### config.mk
export PLATFORM = sky130hd
export DESIGN_NAME = sp_packer
export DESIGN_NICKNAME = d
export VERILOG_FILES = /design/src/rtl/sp_pkg.sv /design/src/rtl/sp_align.sv /design/src/rtl/sp_round.sv /design/src/rtl/sp_sat.sv /design/src/rtl/sp_packer.sv
export SDC_FILE = /design/constraint.sdc
export NUM_CORES = 1
export LEC_CHECK = 0
export BUFFER_PORTS_ARGS = -buffer_cell sky130_fd_sc_hd__buf_2
export CAP_MARGIN = 20
export CORE_MARGIN = 2
export CORE_UTILIZATION = 60
export CTS_CLUSTER_SIZE = 8
export DETAILED_ROUTE_END_ITERATION = 7
export PLACE_DENSITY = 0.9
export SLEW_MARGIN = 0
export SYNTH_ARGS = -nofsm -noshare
export SYNTH_HDL_FRONTEND = slang
export SYNTH_SLANG_ARGS = --single-unit
### constraint.sdc
create_clock -name clk -period 10.1 [get_ports clk]
set_input_delay 1.515 -clock clk [delete_from_list [all_inputs] [get_ports clk]]
set_output_delay 1.515 -clock clk [all_outputs]
set_load 0.02 [all_outputs]
### src/rtl/sp_pkg.sv
// Shared types for the single-precision packer.
// Assumes: class and mode codes are fixed by the surrounding unit.
package sp_pkg;

    typedef enum logic [1:0] {
        CLS_ZERO = 2'd0,
        CLS_NUM  = 2'd1,
        CLS_INF  = 2'd2,
        CLS_NAN  = 2'd3
    } val_class_e;

    typedef enum logic [1:0] {
        RM_NEAREST = 2'd0,
        RM_TOZERO  = 2'd1,
        RM_DOWN    = 2'd2,
        RM_UP      = 2'd3
    } rnd_mode_e;

    // Flag bit positions
    localparam int FLG_INEX  = 0;
    localparam int FLG_UNFL  = 1;
    localparam int FLG_OVFL  = 2;
    localparam int FLG_OPERR = 3;
    localparam int FLG_W     = 4;

endpackage

### src/rtl/sp_align.sv
// Right-shifts the working significand for the underflow path.
// Every bit shifted out is folded into the sticky output.
// Assumes: shift amounts at or above SIG_W push everything into sticky.
module sp_align #(
    parameter int SIG_W = 26,
    parameter int SH_W  = 5
) (
    input  logic [SIG_W-1:0] sig_in,
    input  logic             sticky_in,
    input  logic [SH_W-1:0]  shamt,
    output logic [SIG_W-1:0] sig_out,
    output logic             sticky_out
);
    logic [SIG_W-1:0] lost_mask;

    // Build the mask of positions that fall off the bottom.
    always_comb begin
        if (int'(shamt) >= SIG_W)
            lost_mask = {SIG_W{1'b1}};
        else
            lost_mask = ~({SIG_W{1'b1}} << shamt);
    end

    // Shift and collect the discarded bits.
    always_comb begin
        sig_out    = (int'(shamt) >= SIG_W) ? '0 : (sig_in >> shamt);
        sticky_out = sticky_in | (|(sig_in & lost_mask));
    end
endmodule

### src/rtl/sp_round.sv
// Rounds an integer significand using guard, round and sticky bits.
// The result is one bit wider, so a carry-out shows as the top bit.
// Assumes: the mode encoding from sp_pkg.
module sp_round
    import sp_pkg::*;
#(
    parameter int MANT_W = 24
) (
    input  logic [MANT_W-1:0] mant,
    input  logic              guard,
    input  logic              rnd,
    input  logic              sticky,
    input  logic              sign,
    input  logic [1:0]        mode,
    output logic [MANT_W:0]   result,
    output logic              inexact
);
    logic bump;

    // Decide whether to add one unit in the last place.
    always_comb begin
        inexact = guard | rnd | sticky;
        bump    = 1'b0;
        if (inexact) begin
            unique case (rnd_mode_e'(mode))
                RM_NEAREST: bump = guard & (rnd | sticky | mant[0]);
                RM_TOZERO:  bump = 1'b0;
                RM_DOWN:    bump = sign;
                RM_UP:      bump = ~sign;
                default:    bump = 1'b0;
            endcase
        end
    end

    // Add the increment with carry into the extra top bit.
    always_comb result = {1'b0, mant} + {{MANT_W{1'b0}}, bump};
endmodule

### src/rtl/sp_sat.sv
// Picks the word used when the exponent leaves the finite range.
// The choice is infinity or the largest finite magnitude of the same sign.
// Assumes: the mode encoding from sp_pkg.
module sp_sat
    import sp_pkg::*;
#(
    parameter int EXP_BITS = 8,
    parameter int FRAC_W   = 23
) (
    input  logic                          sign,
    input  logic [1:0]                    mode,
    output logic [EXP_BITS+FRAC_W:0]      word
);
    logic to_inf;

    // Infinity when rounding heads away from zero in this sign.
    always_comb begin
        unique case (rnd_mode_e'(mode))
            RM_NEAREST: to_inf = 1'b1;
            RM_TOZERO:  to_inf = 1'b0;
            RM_DOWN:    to_inf = sign;
            RM_UP:      to_inf = ~sign;
            default:    to_inf = 1'b1;
        endcase
    end

    // Assemble either saturation pattern.
    always_comb begin
        if (to_inf)
            word = {sign, {EXP_BITS{1'b1}}, {FRAC_W{1'b0}}};
        else
            word = {sign, {(EXP_BITS-1){1'b1}}, 1'b0, {FRAC_W{1'b1}}};
    end
endmodule

### src/rtl/sp_packer.sv
// Packs an unpacked value into a single-precision word in one clock.
// The normal and underflow paths are rounded in parallel and one is picked.
// Flags are registered per result and also accumulated in a status register.
// Assumes: for numbers, in_sig[SIG_W-1] is the leading one.
module sp_packer
    import sp_pkg::*;
#(
    parameter int EXP_W    = 10,
    parameter int EXP_BITS = 8,
    parameter int FRAC_W   = 23
) (
    input  logic                     clk,
    input  logic                     rst_n,
    input  logic                     in_valid,
    input  logic [1:0]               in_class,
    input  logic                     in_sign,
    input  logic signed [EXP_W-1:0]  in_exp,
    input  logic [FRAC_W+2:0]        in_sig,
    input  logic                     in_sticky,
    input  logic [1:0]               rnd_mode,
    input  logic                     clr_status,
    output logic                     out_valid,
    output logic [EXP_BITS+FRAC_W:0] out_word,
    output logic [FLG_W-1:0]         out_flags,
    output logic [FLG_W-1:0]         status
);
    localparam int SIG_W  = FRAC_W + 3;
    localparam int MANT_W = FRAC_W + 1;
    localparam int WORD_W = EXP_BITS + FRAC_W + 1;
    localparam int BW     = EXP_W + 2;
    localparam int SH_MAX = SIG_W + 1;
    localparam int SH_W   = $clog2(SH_MAX + 1);
    localparam logic signed [BW-1:0] BIAS_S = BW'((1 << (EXP_BITS - 1)) - 1);
    localparam logic signed [BW-1:0] EMAX_S = BW'((1 << EXP_BITS) - 1);

    logic signed [BW-1:0] biased;
    logic signed [BW-1:0] exp_fin;
    logic signed [BW-1:0] sh_full;
    logic [SH_W-1:0]      shamt;
    logic                 is_sub;

    logic [SIG_W-1:0]     a_sig;
    logic                 a_sticky;
    logic [MANT_W:0]      res_n, res_s;
    logic                 inex_n, inex_s;
    logic [WORD_W-1:0]    sat_word;

    logic [WORD_W-1:0]    word_d;
    logic [FLG_W-1:0]     flags_d;

    // Rebias the exponent and pick the path.
    always_comb begin
        biased  = {{2{in_exp[EXP_W-1]}}, in_exp} + BIAS_S;
        is_sub  = (biased <= 0);
        sh_full = BW'(1) - biased;
        if (!is_sub)
            shamt = '0;
        else if (sh_full > BW'(SH_MAX))
            shamt = SH_W'(SH_MAX);
        else
            shamt = sh_full[SH_W-1:0];
    end

    sp_align #(.SIG_W(SIG_W), .SH_W(SH_W)) u_align (
        .sig_in     (in_sig),
        .sticky_in  (in_sticky),
        .shamt      (shamt),
        .sig_out    (a_sig),
        .sticky_out (a_sticky)
    );

    sp_round #(.MANT_W(MANT_W)) u_rnd_norm (
        .mant    (in_sig[SIG_W-1:2]),
        .guard   (in_sig[1]),
        .rnd     (in_sig[0]),
        .sticky  (in_sticky),
        .sign    (in_sign),
        .mode    (rnd_mode),
        .result  (res_n),
        .inexact (inex_n)
    );

    sp_round #(.MANT_W(MANT_W)) u_rnd_sub (
        .mant    (a_sig[SIG_W-1:2]),
        .guard   (a_sig[1]),
        .rnd     (a_sig[0]),
        .sticky  (a_sticky),
        .sign    (in_sign),
        .mode    (rnd_mode),
        .result  (res_s),
        .inexact (inex_s)
    );

    sp_sat #(.EXP_BITS(EXP_BITS), .FRAC_W(FRAC_W)) u_sat (
        .sign (in_sign),
        .mode (rnd_mode),
        .word (sat_word)
    );

    // Final exponent after a possible rounding carry.
    always_comb exp_fin = biased + $signed({{(BW-1){1'b0}}, res_n[MANT_W]});

    // Select the packed word and flags by class and path.
    always_comb begin
        word_d  = '0;
        flags_d = '0;
        unique case (val_class_e'(in_class))
            CLS_ZERO: word_d = {in_sign, {(WORD_W-1){1'b0}}};
            CLS_INF:  word_d = {in_sign, {EXP_BITS{1'b1}}, {FRAC_W{1'b0}}};
            CLS_NAN:  word_d = {in_sign, {EXP_BITS{1'b1}}, in_sig[SIG_W-2:2]};
            CLS_NUM: begin
                if (is_sub) begin
                    word_d = {in_sign, {(EXP_BITS-2){1'b0}}, res_s[MANT_W:FRAC_W],
                              res_s[FRAC_W-1:0]};
                    flags_d[FLG_UNFL] = 1'b1;
                    flags_d[FLG_INEX] = inex_s;
                end else if (exp_fin >= EMAX_S) begin
                    word_d = sat_word;
                    flags_d[FLG_OVFL]  = 1'b1;
                    flags_d[FLG_INEX]  = 1'b1;
                    flags_d[FLG_OPERR] = 1'b1;
                end else begin
                    word_d = {in_sign, exp_fin[EXP_BITS-1:0], res_n[FRAC_W-1:0]};
                    flags_d[FLG_INEX] = inex_n;
                end
            end
            default: word_d = '0;
        endcase
    end

    // Result register: one-cycle latency.
    always_ff @(posedge clk) begin
        if (!rst_n) begin
            out_valid <= 1'b0;
            out_word  <= '0;
            out_flags <= '0;
        end else begin
            out_valid <= in_valid;
            if (in_valid) begin
                out_word  <= word_d;
                out_flags <= flags_d;
            end
        end
    end

    // Sticky status: clear wipes history, this cycle's flags still land.
    always_ff @(posedge clk) begin
        if (!rst_n)
            status <= '0;
        else
            status <= (clr_status ? '0 : status) | (in_valid ? flags_d : '0);
    end

    // output valid follows input valid by one clock
    assert_valid_pipe_R1: assert property (@(posedge clk) disable iff (!rst_n)
        $past(rst_n) |-> (out_valid == $past(in_valid)));

    // overflow always brings inexact and operand error
    assert_ovf_flags_R9: assert property (@(posedge clk) disable iff (!rst_n)
        (out_valid && out_flags[FLG_OVFL]) |-> (out_flags[FLG_INEX] && out_flags[FLG_OPERR]));

    // underflow results never carry an exponent above the smallest normal
    assert_unfl_exp_R7: assert property (@(posedge clk) disable iff (!rst_n)
        (out_valid && out_flags[FLG_UNFL]) |-> (out_word[WORD_W-2:FRAC_W] <= EXP_BITS'(1)));

    // toward-zero overflow never yields infinity
    assert_tz_no_inf_R10: assert property (@(posedge clk) disable iff (!rst_n)
        ($past(in_valid) && out_flags[FLG_OVFL] && $past(rnd_mode) == RM_TOZERO)
        |-> (out_word[WORD_W-2:FRAC_W] == EXP_BITS'((1 << EXP_BITS) - 2)));

    // without a clear, status bits never drop
    assert_status_sticky_R11: assert property (@(posedge clk) disable iff (!rst_n)
        ($past(rst_n) && !$past(clr_status)) |-> ((status & $past(status)) == $past(status)));

endmodule

==> flow_summary.ini, run 1 <==
[synthesis]
synth_cells = 914
synth_compound_area_frac = 0.406
synthTopCellsByArea = dfxtp_1 12%, a21oi_1 6.9%, o21ai_0 5.2%
synth-simple-area-share = 0.278
synth_top_family_by_area = compound AO/OA/AOI/OAI gates
synth_top_area_frac = 0.124
syn-cell-area_um2 = 6470
synthXorXnorAreaFrac = 0.0557
synth-edff-count = 0
synth.ff_latch_count = 40
synth_nets = 970
ys_seq_area_frac = 0.124
synthArstFlopShare = 0
ys_types = 115
ys.flop_type = dfxtp_1
ys.warnings.count = 0
synthMuxAreaShare = 0.0424
syn_avg_cell_area_um2 = 7.08
synth_top_cell_by_area = dfxtp_1
synth-adder-area-share = 0.0209

[finish]
multi_input_area_um2 = 5200
area_delta_synth_final_pct = 7.85
diodes = 0
utilization = 0.670
fill_cells = 917
drive_gt1_frac = 0.193
seq_area_um2 = 801
nNetsFinal = 1007

[critical_path]
path_class = in2reg
cp_max_fo = 17
crit_required_ns = 10.34
critPathLaunchType = input port
end_kind = flop
critPathArrivalTime_ns = 9.33

[global_routing]
antenna_found_initial = 0
grt_first_pass_wirelength_mm = 41.8
grt_pass1_vias = 7511
grt_max_degree = 64
grt_usage = 0.463
grt_overflow = 0

[clock_network]
clk_path_buf_depth = 2
htreeDepth = 2
clockRootBuffer = clkbuf_8
clock_sinks = 40
post_cts.repair.setup_buffers = 0
clock_latency_ns = 0.30
numCtsBuffers = 5
clk_pin_slew_ns = 0.08
cts_resized = 0
cts_tree = yes
cts_hold_buffers = 0

[place]
hpwlAfterDp_mm = 20.8
gp_congestion = 1.07
pre_cts_slack_ns = 0.914
port_buffers = 86

[timing]
holdWs_ns = 0.477
min_period_over_period = 0.901
finalClockSkew_ns = 0
rsz0062_at_grt = false
finalSetupViolCount = 0
slew_viol_final = 0
worst_pin_slew_ns = 0.942
finalCriticalPeriod_ns = 9.10
relSlewSlack = 0.366
hold_violations = 0
final.setup.tns_ns = 0
fmax_ghz = 0.110
timing.final.ws_setup_ns = 1.00

[drt]
firstDrtPassIters = 7
wl_per_cell_um = 25.0
antenna_left = 0
drt-total-wl_mm = 27.2
post-route-drc-count = 0
first_iter_violations = 1412
viasPerCell = 7.55
num_vias = 8213

[power]
leakagePower_nw = 2.73
p_per_area_nw_per_um2 = 98.8
ir_worst_vdd_v = 0.0000955
p_total_w = 0.000689

[floorplan]
fp-row-count = 37
coreArea_um2 = 10400
initial_core_util = 0.621
ios = 87
die_area_um2 = 11600
fp.dieW_um = 108
die_y_um = 108

[job]
drv_cap = 0

[run_status]
status = finished clean

[min_path]
hold_path_class = reg2reg
flip-flops by register name, summed over array words and instances, names as in the netlist:
name and cells:
out_flags 3, out_word 32, out_valid 1, status 4
area by class of cell:
class | instances | area share
Multi-Input combinational cell | 767 | 0.745
Sequential cell | 40 | 0.115
Timing Repair Buffer | 108 | 0.0861
Tap cell | 136 | 0.0244
Inverter | 29 | 0.0156
Clock buffer | 6 | 0.0118
Clock inverter | 2 | 0.00215
routing by layer:
metal	share of wire	track usage
met4	0.048	0.214
met1	0.37	0.610
met3	0.16	0.156
met5	0	0
met2	0.42	0.678
final timing paths:
kind                              startpoint      endpoint  slack (ns)  depth (start not counted)
worst max register to register  out_word[15]  out_word[15]        9.08                          3
worst max-delay path               in_exp[0]  out_word[19]        1.00                         28
worst min-delay path             out_word[0]   out_word[0]        0.48                          1
worst min register to register   out_word[0]   out_word[0]        0.48                          1
critical path: stages:
cell	delay [ns]
buf_2	0.22
inv_1	0.48
ha_1	0.59
xor2_1	0.36
inv_2	0.15
ha_1	0.38
nor2b_1	0.30
o22ai_1	0.14
o21a_1	0.24
o311ai_2	0.53
a22oi_4	0.20
o21ai_2	0.72
nor2_1	0.21
a22o_1	0.32
o21ai_0	0.19
o221ai_1	0.16
nor4bb_1	0.20
nor2b_1	0.14
o21ba_2	0.20
a211oi_1	0.21
ha_1	0.20
inv_1	0.05
a31oi_1	0.18
nand4_1	0.15
nor2_1	0.37
nand2_2	0.14
or4b_1	0.55
a211oi_2	0.22
cell usage after synthesis, drive strengths merged (16+ instances only):
cell and count:
a21oi 91, o21ai 88, nand2 86, nor2 51, clkbuf 48, nand3 42
dfxtp 40, buf 30, inv 29, xnor2 27, nor3 24, o211ai 20
a211oi 18, nand4 18, and3 17, nor2b 16
stage by stage:
stage	cells	instance area, um2
final	1088	6980
after global routing	1088	6980
after CTS	1087	6960
after detailed placement	1079	6870
after global placement	1079	6870
after floorplan	914	6470
report_power, final:
group | internal [W] | leakage, nW | total, W | switching [W]
logic | 0.000126 | 2.36 | 0.000400 | 0.000274
clock network | 0.0000553 | 0.0434 | 0.000116 | 0.0000610
registers | 0.000168 | 0.330 | 0.000173 | 0.00000561
total | 0.000349 | 2.73 | 0.000689 | 0.000340
logic make-up after synthesis:
group | Yosys count
multiplexers | 22
AO/OA/AOI/OAI | 367
XOR/XNOR | 39
AND/OR/NAND/NOR | 328
buffers and inverters | 107
adder cells (fa/ha/maj) | 11
flip-flops | 40
cells in the final DEF (no fill, tap or decap), drive strengths merged, types with 8 or more instances in the layout:
master,instances
a211oi,18
a21boi,8
a21oi,91
a22o,11
a31oi,10
and2,11
and3,17
buf,107
dfxtp,40
ha,10
inv,29
mux2i,15
nand2,86
nand2b,12
nand3,42
nand4,18
nor2,51
nor2b,16
nor3,24
nor4,11
o211ai,20
o21a,9
o21ai,88
o221ai,8
o22ai,15
o31ai,8
xnor2,27
xor2,12
Note: power is estimated with default switching activity, not from simulation.
==> inputs of run 2 (changes only) <==
- CORE_MARGIN: 2 -> unset
==> run 2 against run 1 <==
Sequential share of layout area about the same. Combinational power up 1%. Maximum frequency is 0.31% higher. Total power shrank 0.10%. Clock-buffer cell count fell by 1. Sequential power barely moved. First-iteration DRC count grew 5.5%. Largest power group unchanged.
==> flow_summary.ini, run 2 (synthesis gave the netlist of run 1 again) <==
[run_status]
status = finished clean

[finish]
mostFrequentLayoutCells = 88 x a21oi_1, 86 x buf_2, 84 x nand2_1
final_common_cell = a21oi_1
seq_area_um2 = 801
area_delta_synth_final_pct = 7.62
final_cell_area_um2 = 6960
largest_reg_flops = 32
fill_cells = 932
largestRegisters = out_word: 32 flops, status: 4 flops, out_flags: 3 flops
multi_input_area_um2 = 5200
largest-register = out_word
nNetsFinal = 1006
drive_gt1_frac = 0.195
utilization = 0.671

[job]
drv_cap = 0

[floorplan]
fp.dieW_um = 106
coreArea_um2 = 10400
die_area_um2 = 11200
ios = 87
initial_core_util = 0.624
fp-row-count = 37
die_y_um = 106

[timing]
final.setup.tns_ns = 0
min_period_over_period = 0.898
fmax_ghz = 0.110
worst_pin_slew_ns = 0.939
rsz0062_at_grt = false
hold_violations = 0
relSlewSlack = 0.358
finalCriticalPeriod_ns = 9.07
slew_viol_final = 0
finalSetupViolCount = 0
finalClockSkew_ns = 0

[place]
hpwlAfterDp_mm = 21.1
gp_congestion = 1.10
placed_area_um2 = 6870
port_buffers = 86

[critical_path]
end_kind = flop
critPathMostFrequentCell = ha_1
reg2reg_slack_ns = 9.13
cpMaxStageDelayCell = ha_1
critPathLaunchType = input port
crit_buf_inv = 3
cp_max_fo = 17
critPathArrivalTime_ns = 9.28
r2r-start = out_word[19]
crit_required_ns = 10.31
worstSetupPathDepth = 28
startpoint = in_exp[0]
slowest_delay_ns = 0.61
path_class = in2reg
worstRegToRegCells = 4
path_delay_family = compound AO/OA/AOI/OAI gates
r2r-end = out_word[19]

[drt]
antenna_left = 0
firstDrtPassIters = 7
first_iter_violations = 1490
drt-total-wl_mm = 27.6
viasPerCell = 7.65
wl_per_cell_um = 25.4
post-route-drc-count = 0
num_vias = 8320

[clock_network]
clk_path_buf_depth = 2
clock_sinks = 40
numCtsBuffers = 5
post_cts.repair.setup_buffers = 0
clk_pin_slew_ns = 0.09
cts_tree = yes
clockRootBuffer = clkbuf_8
cts_resized = 0
cts_hold_buffers = 0
htreeDepth = 2
clock_latency_ns = 0.30

[min_path]
hold_path_class = reg2reg
hold_end = out_word[0]
hp-start = out_word[0]
holdPathStages = 1

[global_routing]
grt_max_degree = 64
grt_first_pass_wirelength_mm = 42.2
grt_usage = 0.489
grt_overflow = 0
antenna_found_initial = 2
grt_pass1_vias = 7500

[power]
ir_worst_vdd_v = 0.0000804
p_int_w = 0.000343
comb_power_share = 0.588
p_per_area_nw_per_um2 = 98.9
switching_share = 0.502
power_switching_w = 0.000346
pwr-share-seq = 0.251
power_frac_clock = 0.161
leakagePower_nw = 2.71
==> run 2: cell type report <==
| cell class | instances | area share |
|---|---|---|
| well taps | 136 | 0.0244 |
| clock inverters | 3 | 0.00270 |
| multi-input cells | 767 | 0.747 |
| diodes | 1 | 0.000360 |
| inverters | 29 | 0.0156 |
| clock buffers | 5 | 0.00989 |
| flip-flops and latches | 40 | 0.115 |
| repair buffers | 107 | 0.0845 |
==> run 2: power by group through the flow <==
stage | Combinational (W) | Clock, W | Sequential [W]
3_3_place_gp | 0.000382 | 0 | 0.000176
5_1_grt | 0.000424 | 0.000116 | 0.000173
6_report | 0.000405 | 0.000111 | 0.000173
3_5_place_dp | 0.000382 | 0 | 0.000176
2_1_floorplan | 0.000255 | 0 | 0.000188
4_1_cts | 0.000384 | 0.000109 | 0.000172
==> run 2: worst max-delay path by stage <==
stage                               to  slack, ns
after detailed placement  out_word[10]       0.95
after global placement    out_word[10]       1.15
after CTS                 out_word[10]       1.26
after floorplan           out_word[10]       2.21
final                     out_word[10]       1.03
after global routing      out_word[10]       0.62
==> run 2: layer usage <==
layer | GRT usage | vias to the layer above | wire [um]
li1 | - | 3573 | -
met1 | 0.643 | 3823 | 10500
met2 | 0.708 | 766 | 11100
met3 | 0.163 | 156 | 4360
met4 | 0.235 | 2 | 1520
met5 | 0.0333 | - | 50
==> run 2: metrics by stage <==
stage / std cells / setup slack, ns / total power [W] / hold slack, ns
4_1_cts: 1087 / 1.26 / 0.000666 / 0.485
6_report: 1088 / 1.03 / 0.000689 / 0.484
5_1_grt: 1088 / 0.624 / 0.000714 / 0.510
2_1_floorplan: 914 / 2.21 / 0.000443 / 0.553
3_5_place_dp: 1079 / 0.950 / 0.000558 / 0.469
3_3_place_gp: 1079 / 1.15 / 0.000558 / 0.457
